<file path="src/rtl/period_acc_pkg.sv">
package period_acc_pkg;
  typedef enum logic [1:0] {
    SMP_IMPORT = 2'd0,
    SMP_EXPORT = 2'd1,
    SMP_DROP   = 2'd2
  } smp_class_e;

  typedef enum logic {
    DIV_IDLE = 1'b0,
    DIV_RUN  = 1'b1
  } div_state_e;
endpackage

</file>
<file path="src/rtl/pa_live_acc.sv">
module pa_live_acc
  import period_acc_pkg::*;
#(
  parameter int SAMPLE_W = 24,
  parameter int SUM_W    = 48,
  parameter int CNT_W    = 16,
  parameter int MS_W     = 32
) (
  input  logic                       clk_i,
  input  logic                       rst_ni,
  input  logic                       sample_valid_i,
  input  logic signed [SAMPLE_W-1:0] sample_i,
  input  logic                       bidir_i,
  input  logic                       tick_i,
  input  logic                       latch_i,
  output logic        [SUM_W-1:0]    live_imp_o,
  output logic        [SUM_W-1:0]    live_exp_o,
  output logic        [CNT_W-1:0]    live_cnt_o,
  output logic signed [SAMPLE_W-1:0] live_peak_o,
  output logic        [MS_W-1:0]     live_ms_o
);
  localparam int PAD = SUM_W - SAMPLE_W - 1;
  localparam logic signed [SAMPLE_W-1:0] PEAK_MIN = {1'b1, {(SAMPLE_W-1){1'b0}}};
  localparam logic [CNT_W-1:0] CNT_ONE = CNT_W'(1);
  localparam logic [MS_W-1:0]  MS_ONE  = MS_W'(1);

  logic        [SUM_W-1:0]    imp_q, exp_q;
  logic        [CNT_W-1:0]    cnt_q;
  logic signed [SAMPLE_W-1:0] peak_q;
  logic        [MS_W-1:0]     ms_q;

  smp_class_e                 cls;
  logic                       neg, take;
  logic        [SAMPLE_W:0]   mag;
  logic        [SUM_W-1:0]    add_val;
  logic        [SUM_W-1:0]    base_imp, base_exp;
  logic        [CNT_W-1:0]    base_cnt;
  logic signed [SAMPLE_W-1:0] base_peak;

  assign neg = sample_i[SAMPLE_W-1];

  always_comb begin
    if (!neg)        cls = SMP_IMPORT;
    else if (bidir_i) cls = SMP_EXPORT;
    else             cls = SMP_DROP;
  end

  assign mag     = neg ? -{sample_i[SAMPLE_W-1], sample_i} : {1'b0, sample_i};
  assign add_val = {{PAD{1'b0}}, mag};

  // latch empties the period first, so a saturated count never blocks the new sample
  assign take = sample_valid_i && (latch_i || !(&cnt_q));

  assign base_imp  = latch_i ? '0       : imp_q;
  assign base_exp  = latch_i ? '0       : exp_q;
  assign base_cnt  = latch_i ? '0       : cnt_q;
  assign base_peak = latch_i ? PEAK_MIN : peak_q;

  always_ff @(posedge clk_i or negedge rst_ni) begin
    if (!rst_ni) begin
      imp_q  <= '0;
      exp_q  <= '0;
      cnt_q  <= '0;
      peak_q <= PEAK_MIN;
      ms_q   <= '0;
    end else begin
      imp_q  <= (take && cls == SMP_IMPORT) ? base_imp + add_val : base_imp;
      exp_q  <= (take && cls == SMP_EXPORT) ? base_exp + add_val : base_exp;
      cnt_q  <= take ? base_cnt + CNT_ONE : base_cnt;
      peak_q <= (take && (sample_i > base_peak)) ? sample_i : base_peak;
      if (latch_i)                ms_q <= tick_i ? MS_ONE : '0;
      else if (tick_i && !(&ms_q)) ms_q <= ms_q + MS_ONE;
    end
  end

  assign live_imp_o  = imp_q;
  assign live_exp_o  = exp_q;
  assign live_cnt_o  = cnt_q;
  assign live_peak_o = peak_q;
  assign live_ms_o   = ms_q;
endmodule

</file>
<file path="src/rtl/pa_snapshot.sv">
module pa_snapshot #(
  parameter int SAMPLE_W = 24,
  parameter int CNT_W    = 16,
  parameter int MS_W     = 32
) (
  input  logic                       clk_i,
  input  logic                       rst_ni,
  input  logic                       latch_i,
  input  logic        [CNT_W-1:0]    live_cnt_i,
  input  logic signed [SAMPLE_W-1:0] live_peak_i,
  input  logic        [MS_W-1:0]     live_ms_i,
  output logic        [CNT_W-1:0]    cnt_o,
  output logic signed [SAMPLE_W-1:0] peak_o,
  output logic        [MS_W-1:0]     ms_o,
  output logic                       valid_o
);
  logic empty;
  assign empty = (live_cnt_i == '0);

  always_ff @(posedge clk_i or negedge rst_ni) begin
    if (!rst_ni) begin
      cnt_o   <= '0;
      peak_o  <= '0;
      ms_o    <= '0;
      valid_o <= 1'b0;
    end else if (latch_i) begin
      cnt_o   <= live_cnt_i;
      peak_o  <= empty ? '0 : live_peak_i;
      ms_o    <= live_ms_i;
      valid_o <= !empty;
    end
  end
endmodule

</file>
<file path="src/rtl/pa_divider.sv">
module pa_divider
  import period_acc_pkg::*;
#(
  parameter int N_W = 48,
  parameter int D_W = 16,
  parameter int Q_W = 24
) (
  input  logic           clk_i,
  input  logic           rst_ni,
  input  logic           start_i,
  input  logic [N_W-1:0] num_i,
  input  logic [D_W-1:0] den_i,
  output logic           busy_o,
  output logic [Q_W-1:0] quot_o
);
  localparam int STEP_W = $clog2(N_W + 1);
  localparam logic [STEP_W-1:0] STEPS    = STEP_W'(N_W);
  localparam logic [STEP_W-1:0] STEP_ONE = STEP_W'(1);

  div_state_e        state_q;
  logic [N_W-1:0]    q_q, q_n;
  logic [D_W:0]      rem_q, rem_n, shifted, den_ext, diff;
  logic [D_W-1:0]    den_q;
  logic [STEP_W-1:0] step_q;
  logic              zero_q, fits;
  logic [Q_W-1:0]    quot_q;

  assign den_ext = {1'b0, den_q};
  assign shifted = {rem_q[D_W-1:0], q_q[N_W-1]};
  assign diff    = shifted - den_ext;
  assign fits    = (shifted >= den_ext);
  assign rem_n   = fits ? diff : shifted;
  assign q_n     = {q_q[N_W-2:0], fits};

  always_ff @(posedge clk_i or negedge rst_ni) begin
    if (!rst_ni) begin
      state_q <= DIV_IDLE;
      q_q     <= '0;
      rem_q   <= '0;
      den_q   <= '0;
      step_q  <= '0;
      zero_q  <= 1'b0;
      quot_q  <= '0;
    end else if (start_i) begin
      state_q <= DIV_RUN;
      q_q     <= num_i;
      rem_q   <= '0;
      den_q   <= den_i;
      step_q  <= STEPS;
      zero_q  <= (den_i == '0);
    end else if (state_q == DIV_RUN) begin
      q_q    <= q_n;
      rem_q  <= rem_n;
      step_q <= step_q - STEP_ONE;
      if (step_q == STEP_ONE) begin
        state_q <= DIV_IDLE;
        quot_q  <= zero_q ? '0 : q_n[Q_W-1:0];
      end
    end
  end

  assign busy_o = (state_q == DIV_RUN);
  assign quot_o = quot_q;
endmodule

</file>
<file path="src/rtl/period_acc.sv">
module period_acc #(
  parameter int SAMPLE_W = 24,
  parameter int SUM_W    = 48,
  parameter int CNT_W    = 16,
  parameter int MS_W     = 32
) (
  input  logic                       clk_i,
  input  logic                       rst_ni,
  input  logic                       sample_valid_i,
  input  logic signed [SAMPLE_W-1:0] sample_i,
  input  logic                       bidir_i,
  input  logic                       tick_i,
  input  logic                       latch_i,
  output logic        [SAMPLE_W-1:0] avg_import_o,
  output logic        [SAMPLE_W-1:0] avg_export_o,
  output logic signed [SAMPLE_W-1:0] peak_o,
  output logic        [MS_W-1:0]     elapsed_ms_o,
  output logic        [CNT_W-1:0]    count_o,
  output logic                       valid_o,
  output logic                       busy_o
);
  localparam int N_DIV = 2;

  logic        [SUM_W-1:0]    live_imp, live_exp;
  logic        [CNT_W-1:0]    live_cnt;
  logic signed [SAMPLE_W-1:0] live_peak;
  logic        [MS_W-1:0]     live_ms;

  logic [SUM_W-1:0]    div_num  [N_DIV];
  logic [SAMPLE_W-1:0] div_quot [N_DIV];
  logic [N_DIV-1:0]    div_busy;

  pa_live_acc #(
    .SAMPLE_W(SAMPLE_W), .SUM_W(SUM_W), .CNT_W(CNT_W), .MS_W(MS_W)
  ) u_live (
    .clk_i          (clk_i),
    .rst_ni         (rst_ni),
    .sample_valid_i (sample_valid_i),
    .sample_i       (sample_i),
    .bidir_i        (bidir_i),
    .tick_i         (tick_i),
    .latch_i        (latch_i),
    .live_imp_o     (live_imp),
    .live_exp_o     (live_exp),
    .live_cnt_o     (live_cnt),
    .live_peak_o    (live_peak),
    .live_ms_o      (live_ms)
  );

  pa_snapshot #(
    .SAMPLE_W(SAMPLE_W), .CNT_W(CNT_W), .MS_W(MS_W)
  ) u_snap (
    .clk_i       (clk_i),
    .rst_ni      (rst_ni),
    .latch_i     (latch_i),
    .live_cnt_i  (live_cnt),
    .live_peak_i (live_peak),
    .live_ms_i   (live_ms),
    .cnt_o       (count_o),
    .peak_o      (peak_o),
    .ms_o        (elapsed_ms_o),
    .valid_o     (valid_o)
  );

  assign div_num[0] = live_imp;
  assign div_num[1] = live_exp;

  // dividers load the pre-latch live totals on the latch edge itself
  for (genvar g = 0; g < N_DIV; g++) begin : g_div
    pa_divider #(
      .N_W(SUM_W), .D_W(CNT_W), .Q_W(SAMPLE_W)
    ) u_div (
      .clk_i   (clk_i),
      .rst_ni  (rst_ni),
      .start_i (latch_i),
      .num_i   (div_num[g]),
      .den_i   (live_cnt),
      .busy_o  (div_busy[g]),
      .quot_o  (div_quot[g])
    );
  end

  assign avg_import_o = div_quot[0];
  assign avg_export_o = div_quot[1];
  assign busy_o       = |div_busy;
endmodule

</file>
<file path="config.mk">
export PLATFORM = sky130hd
export DESIGN_NAME = period_acc
export DESIGN_NICKNAME = d
export VERILOG_FILES = /design/src/rtl/period_acc_pkg.sv /design/src/rtl/pa_live_acc.sv /design/src/rtl/pa_snapshot.sv /design/src/rtl/pa_divider.sv /design/src/rtl/period_acc.sv
export SDC_FILE = /design/constraint.sdc
export NUM_CORES = 1
export LEC_CHECK = 0
export BUFFER_PORTS_ARGS = -buffer_cell sky130_fd_sc_hd__buf_2
export CAP_MARGIN = 20
export CORE_ASPECT_RATIO = 1.5
export CORE_MARGIN = 1.5
export CORE_UTILIZATION = 62
export CTS_CLUSTER_DIAMETER = 100
export CTS_CLUSTER_SIZE = 30
export DETAILED_ROUTE_END_ITERATION = 10
export HOLD_SLACK_MARGIN = 0.05
export PLACE_DENSITY = 0.8
export SETUP_SLACK_MARGIN = 0.1
export SLEW_MARGIN = 5
export SYNTH_ARGS = -nofsm -noshare
export SYNTH_HDL_FRONTEND = slang
export SYNTH_SLANG_ARGS = --single-unit
</file>
<file path="constraint.sdc">
create_clock -name clk_i -period 5.2 [get_ports clk_i]
set_clock_uncertainty 0.1 [all_clocks]
set_input_delay 0.52 -clock clk_i [delete_from_list [all_inputs] [get_ports clk_i]]
set_output_delay 0.52 -clock clk_i [all_outputs]
set_load 0.005 [all_outputs]
</file>
[After elaboration in Yosys (flattened, before gate mapping)]
Index checks and enable logic that the tools add are counted.
Operators by class
  equal/unequal tests: 3
  muxes and demuxes: 37
  magnitude comparators: 3
  bitwise operators: 1
  $add $sub $neg: 9
  reductions and logical operators: 19
Operator list (count)
  48-bit 2-to-1 mux: 8
  16-bit 2-to-1 mux: 8
  24-bit 2-to-1 mux: 5
  48-bit by 25-bit adder with 48-bit output: 2
  32-bit 2-to-1 mux: 2
  17-bit by 16-bit greater-or-equal comparator with 1-bit output: 2
  32-bit by 1-bit adder with 32-bit output (second input constant): 1
  32-bit AND reduction: 1
  16-bit subtractor: 2
  25-bit 2-to-1 mux: 1
  25-bit negator: 1
  24-bit greater-than comparator: 1
  6-bit 2-to-1 mux: 4
  16-bit by 1-bit adder with 16-bit output (second input constant): 1
  16-bit logical NOT: 1
  16-bit AND reduction: 1
  6-bit by 1-bit == test with 1-bit output (second input constant): 2
  6-bit by 1-bit subtractor with 6-bit output (second input constant): 2
  1-bit 2-to-1 mux: 7
  3-bit AND reduction: 2
  2-bit nonzero test: 3
  1-bit logical AND: 5
  2-bit 2-to-1 mux: 2
  1-bit logical NOT: 3
  other kinds (5): 5
Storage, ports and cells
  output and inout port bits: 122
  input port bits: 30
  logic and storage cells: 92
  bits in registers: 432

[Depth between registers and ports, before layout]
  depth after elaboration: 6
  gate-level depth with buffers: 20
  mapped depth without buffers: 17

[Hierarchy]
A second synthesis with hierarchy kept.
Second synthesis, totals
  cells, all modules: 2755
  area, all modules: 26319.0 sq um
Modules (own cells, without submodules)
  pa_live_acc: area an instance 11827.6 sq um, sequential area each 4205.3 sq um, cells each 1327, times used 1
  pa_divider (g_div[1].u_div): area an instance 6008.3 sq um, sequential area each 2802.7 sq um, cells each 643, times used 1
  pa_divider (g_div[0].u_div): area an instance 5718.0 sq um, sequential area each 2802.7 sq um, cells each 623, times used 1
  pa_snapshot: area an instance 2758.9 sq um, sequential area each 1826.8 sq um, cells each 161, times used 1
  period_acc: area an instance 6.3 sq um, sequential area each 0.0 sq um, cells each 1, times used 1

[Worst setup path after synthesis]
Ideal clock, no wire load.
  path type: input-to-reg
  start point: input port latch_i
  end point: register u_live.exp_q[31] (netlist: u_live.live_exp_o[31])
  arrival time: 4.857 ns
  cell stages on the path: 18
  buffers on the path: 6
  required time: 4.968 ns
  slack: 0.112 ns
  library setup time: 0.132 ns
  path through: clkbuf_1 > clkbuf_1 > clkbuf_1 > buf_2 > clkbuf_1 > nor2b_1 > ha_1 > a211o_1 > a2111oi_1 > o211ai_1 > a311o_1 > maj3_2 > a41oi_2 > o221ai_2 > a221oi_4 > buf_6 > nor3_1 > xor2_1
On the way
  longest elaborated chain between the ends: 4
  elaborated cells on any way between the ends: 6
  those cells by class: add/sub: 1; mux: 2; reduce/logical: 3
RTL lines
  start, declared: line period_acc.sv:13  | input logic latch_i,
  parallel branches: the longest is 3 deep, another holds 48-bit by 25-bit adder with 48-bit output
  48-bit 2-to-1 mux *: line pa_live_acc.sv:68  | exp_q <= (take && cls == SMP_EXPORT) ? base_exp + add_val : base_exp;
  end signal, assigned: line pa_live_acc.sv:68
  end, declared: line pa_live_acc.sv:27  | logic [SUM_W-1:0] imp_q, exp_q;
Every way passes the cells marked *.
A chain may end at the register's enable or synchronous reset.

[Worst setup path after layout]
  start point: register g_div[0].u_div.den_q[1]
  end point: register g_div[0].u_div.rem_q[3]
On the way
  longest elaborated chain between the ends: 4
  elaborated cells on any way between the ends: 5
  those cells by class: add/sub: 1; order compare: 1; mux: 3
RTL lines
  start, declared: line pa_divider.sv:23  | logic [D_W-1:0] den_q;
  start signal, assigned: line pa_divider.sv:48  | den_q <= den_i;
  16-bit subtractor / 17-bit by 16-bit greater-or-equal comparator with 1-bit output (equally long branches): line pa_divider.sv:30, pa_divider.sv:31
  16-bit 2-to-1 mux *: line pa_divider.sv:32  | assign rem_n = fits ? diff : shifted;
  16-bit 2-to-1 mux *: line pa_divider.sv:51  | end else if (state_q == DIV_RUN) begin
  16-bit 2-to-1 mux *: line pa_divider.sv:44  | end else if (start_i) begin
  end signal, assigned: line pa_divider.sv:53  | rem_q <= rem_n;
  end, declared: line pa_divider.sv:22  | logic [D_W:0] rem_q, rem_n, shifted, den_ext, diff;
Every way passes the cells marked *; elsewhere a longest branch is shown, timed or not. The select of a mux whose other input is x is not followed.

==> impl_results.md <==
* I/O pin total at between 150 and 200
* Leakage power at 12.6 nW
* Wirelength, routed at ~56000 µm
* Vias per cell at 5.96
* First-pass GRT wire length at 92600 µm
* Vias in the first global route at ~19000
* Grt ovf at 0
* Synth Area per Inst at 9.55 µm²
* Initial antenna violation count at 0
* Drt first-iter violations at 1198
* Max-Cap Viols at 0
* Critical path cell sequence: inv_1 -> ha_1 -> nor2b_1 -> o21a_1 -> o21ai_0 -> a21oi_1 -> o41ai_1 -> o21ai_0 -> o2111ai_1 -> and3_1 -> buf_4 -> mux2i_1 -> a211oi_1
* Remaining DRCs at 0
* Largest net degree at the start of global routing at 112
* Sequential-to-total area share from yosys stat at 44.7%
* CTS Buf Count at 18
* CP most frequent cell: o21ai_0
* Initial core utilization at 62.9%
* Post-Route Setup TNS at 0 ps
* Final antenna diode count at 0
* Final antenna-violating net count at 0
* Cts repair resizes at 0
* Area of the core at 38400 µm²
* Worst-margin pin slew at 997 ps
* WL/cell at 18.2 µm
* RSZ-0062 raised after global routing: no
* CTS clk-pin slew, worst paths at 110 ps
* HPWL Detailed at around 42000 µm
* IO Port Bufs at 151
* Post-synth EDFFs at 0
* Sink Count at 432
* Synthesis Warnings at 0
* Period utilisation layout at 86.7%
* Status: finished, final reports clean
* Syn-to-layout area delta at 7.17%
* H-Tree Depth at 1
* Hold Slack at 139 ps
* Setup bufs post-CTS at 0
* Die area at around 40000 µm²
* CTS tree: yes
* Mapped Cells at 2529
* Yosys reg bits at 432
* Area of the mapped netlist at 24200 µm²
* 1st-pass router iterations at 5
* Worst endpoint required time at approximately 5500 ps
* Via count at 18500
* Final setup vio count at 0
* Row cnt at 88
* FFs w/ async S/R, synth at 100%
* Critical path class: register to register
* Hold Buf Count CTS at 1
* Most used DFF post-synth: dfrtp_1
* Netlist cell types at 82
* Slew Viols, Final at 0
* Layout cell share with drive strength beyond 1 at 11.1%
* CTS root buf: clkbuf_16
* HP Class: input port to register
* Final Hold Viols at 0
* Routability cong. at 0.976
* Critical path's slowest cell: and3_1
* Pwr Density at 323 nW/µm²
* Clk_lat worst skew at around 550 ps
* Crit. End Element: register
* CP max stage delay at 640 ps
* Layout net count at 2746
* Worst Path Arrival at between 4000 and 5000 ps
* CP Launch Type: register
* CP Max Fanout at 13
* Die H at 245 µm
* Max-slew headroom at 33.4%
* Peak supply drop at around 0.35 mV
* Total global-route track usage at 28.5%
* Max Root-Sink Buffers at 3
* Crit path time final at approximately 4500 ps
* Max Freq at 0.222 GHz
* Die width at roughly 160 µm
## worst max-delay path, delay by kind of cell (launching register included)
kind	cells	cell delay [ps]
compound gates	7	1940
mux	1	210
fa+ha+maj	1	340
simple gates	2	770
flops	1	520
buf+inv	2	470
## area by class of cell
class	count	area [µm²]
inverters	57	214
well taps	495	619
clock inverters	1	20.0
repair buffers	188	1090
clock buffers	26	502
fillers	3083	12500
multi-input cells	1908	12600
flip-flops and latches	432	10800
## state kept, by name (all words and copies together), names as in the netlist
signal,count
u_live.live_cnt_o,16
g_div.u_div.step_q,12
u_snap.valid_o,1
g_div.u_div.zero_q,1
g_div.u_div.den_q,16
g_div.u_div.q_q,96
u_live.live_ms_o,32
u_snap.peak_o,24
u_live.live_peak_o,24
g_div.u_div.rem_q,32
u_snap.ms_o,32
g_div.u_div.quot_o,48
u_live.live_exp_o,48
g_div.u_div.busy_o,2
u_live.live_imp_o,48
## stage by stage
stage,setup WS (ps),utilization [%],instance area (µm²),total power [mW],instances
floorplan,112,-,24200,5.95,2530
global placement,442,66.0,25400,6.57,3079
detailed placement,391,66.0,25400,6.66,3079
CTS,742,67.4,25900,8.41,3107
global route,397,67.4,25900,8.86,3107
finish,691,67.4,25900,8.36,3107
## metal layers
| metal | part of all wire, % | track usage, % | up-vias | routed length (µm) |
|---|---|---|---|---|
| li1 | - | - | 8963 | - |
| met1 | 41 | 34.0 | 9053 | 22900 |
| met2 | 52 | 51.7 | 364 | 29400 |
| met3 | 2.9 | 2.53 | 142 | 1630 |
| met4 | 4.6 | 12.5 | 0 | 2570 |
| met5 | 0 | 0 | - | 0 |
## cell usage after synthesis, types with 5 or more instances
| cell type | count | area (µm²) |
|---|---|---|
| buf_2 | 9 | 45.0 |
| xnor2_1 | 127 | 1110 |
| and2_1 | 10 | 62.6 |
| nand2b_1 | 52 | 325 |
| nand4_1 | 44 | 275 |
| nand2_1 | 348 | 1310 |
| xor2_1 | 47 | 412 |
| or3_1 | 14 | 87.6 |
| ha_1 | 107 | 1340 |
| and3_1 | 20 | 125 |
| o31ai_1 | 19 | 143 |
| o211ai_1 | 6 | 45.0 |
| o21a_1 | 14 | 105 |
| a21oi_1 | 79 | 395 |
| a21o_1 | 42 | 315 |
| nor4_1 | 17 | 106 |
| nor3_1 | 37 | 185 |
| or4_1 | 11 | 82.6 |
| dfrtp_1 | 431 | 10800 |
| nor2b_1 | 79 | 494 |
| or2_2 | 5 | 31.3 |
| and4_1 | 6 | 52.6 |
| a221oi_1 | 5 | 43.8 |
| maj3_1 | 7 | 70.1 |
| inv_1 | 55 | 206 |
| clkbuf_1 | 111 | 417 |
| o21ai_0 | 251 | 1260 |
| nor2_1 | 183 | 687 |
| o21bai_1 | 5 | 37.5 |
| nor3b_1 | 7 | 52.6 |
| nand3_1 | 43 | 215 |
| buf_1 | 9 | 33.8 |
| mux2_2 | 54 | 608 |
| a211oi_1 | 41 | 308 |
| a31oi_1 | 7 | 43.8 |
| mux2i_1 | 144 | 1440 |
## cells by family after synthesis
family | share of synthesized area [%]
AND/OR/NAND/NOR | 17.5
AO/OA/AOI/OAI | 13.2
flip-flops | 44.7
multiplexers | 8.48
buffers and inverters | 3.06
XOR/XNOR | 6.75
adder cells (fa/ha/maj) | 6.26
other | 0.0155
## report_power, final
| part | internal (mW) | switching [mW] |
|---|---|---|
| logic | 1.21 | 1.48 |
| registers | 3.67 | 0.244 |
| clock network | 0.694 | 1.05 |
## placed cells by master, fill, tap and decap left out, types with 16 or more instances in the layout
cell,instances
nor2_1,183
nand2b_1,52
ha_1,107
xnor2_1,127
inv_1,55
a211oi_1,40
nand2_1,348
mux2_2,54
a21o_1,42
o21ai_0,251
o31ai_1,19
dfrtp_1,429
buf_2,149
and3_1,20
nor2b_1,79
nand4_1,44
nor4_1,16
nand3_1,43
xor2_1,47
a21oi_1,79
mux2i_1,144
nor3_1,37
buf_4,33
clkbuf_16,19
## final timing paths
path / startpoint / to / slack [ps] / depth (start not counted)
max: g_div[0].u_div.den_q[1] / g_div[0].u_div.rem_q[3] / 690 / 13
min: sample_i[17] / u_live.live_peak_o[17] / 140 / 3
max reg2reg: g_div[0].u_div.den_q[1] / g_div[0].u_div.rem_q[3] / 690 / 13
min reg2reg: u_live.live_imp_o[4] / g_div[0].u_div.q_q[4] / 390 / 2
max in group asynchronous: rst_ni / u_live.live_peak_o[14] / 3230 / 3
min in group asynchronous: rst_ni / g_div[0].u_div.rem_q[12] / 500 / 2
No activity file was read; power rests on OpenSTA's default activity.
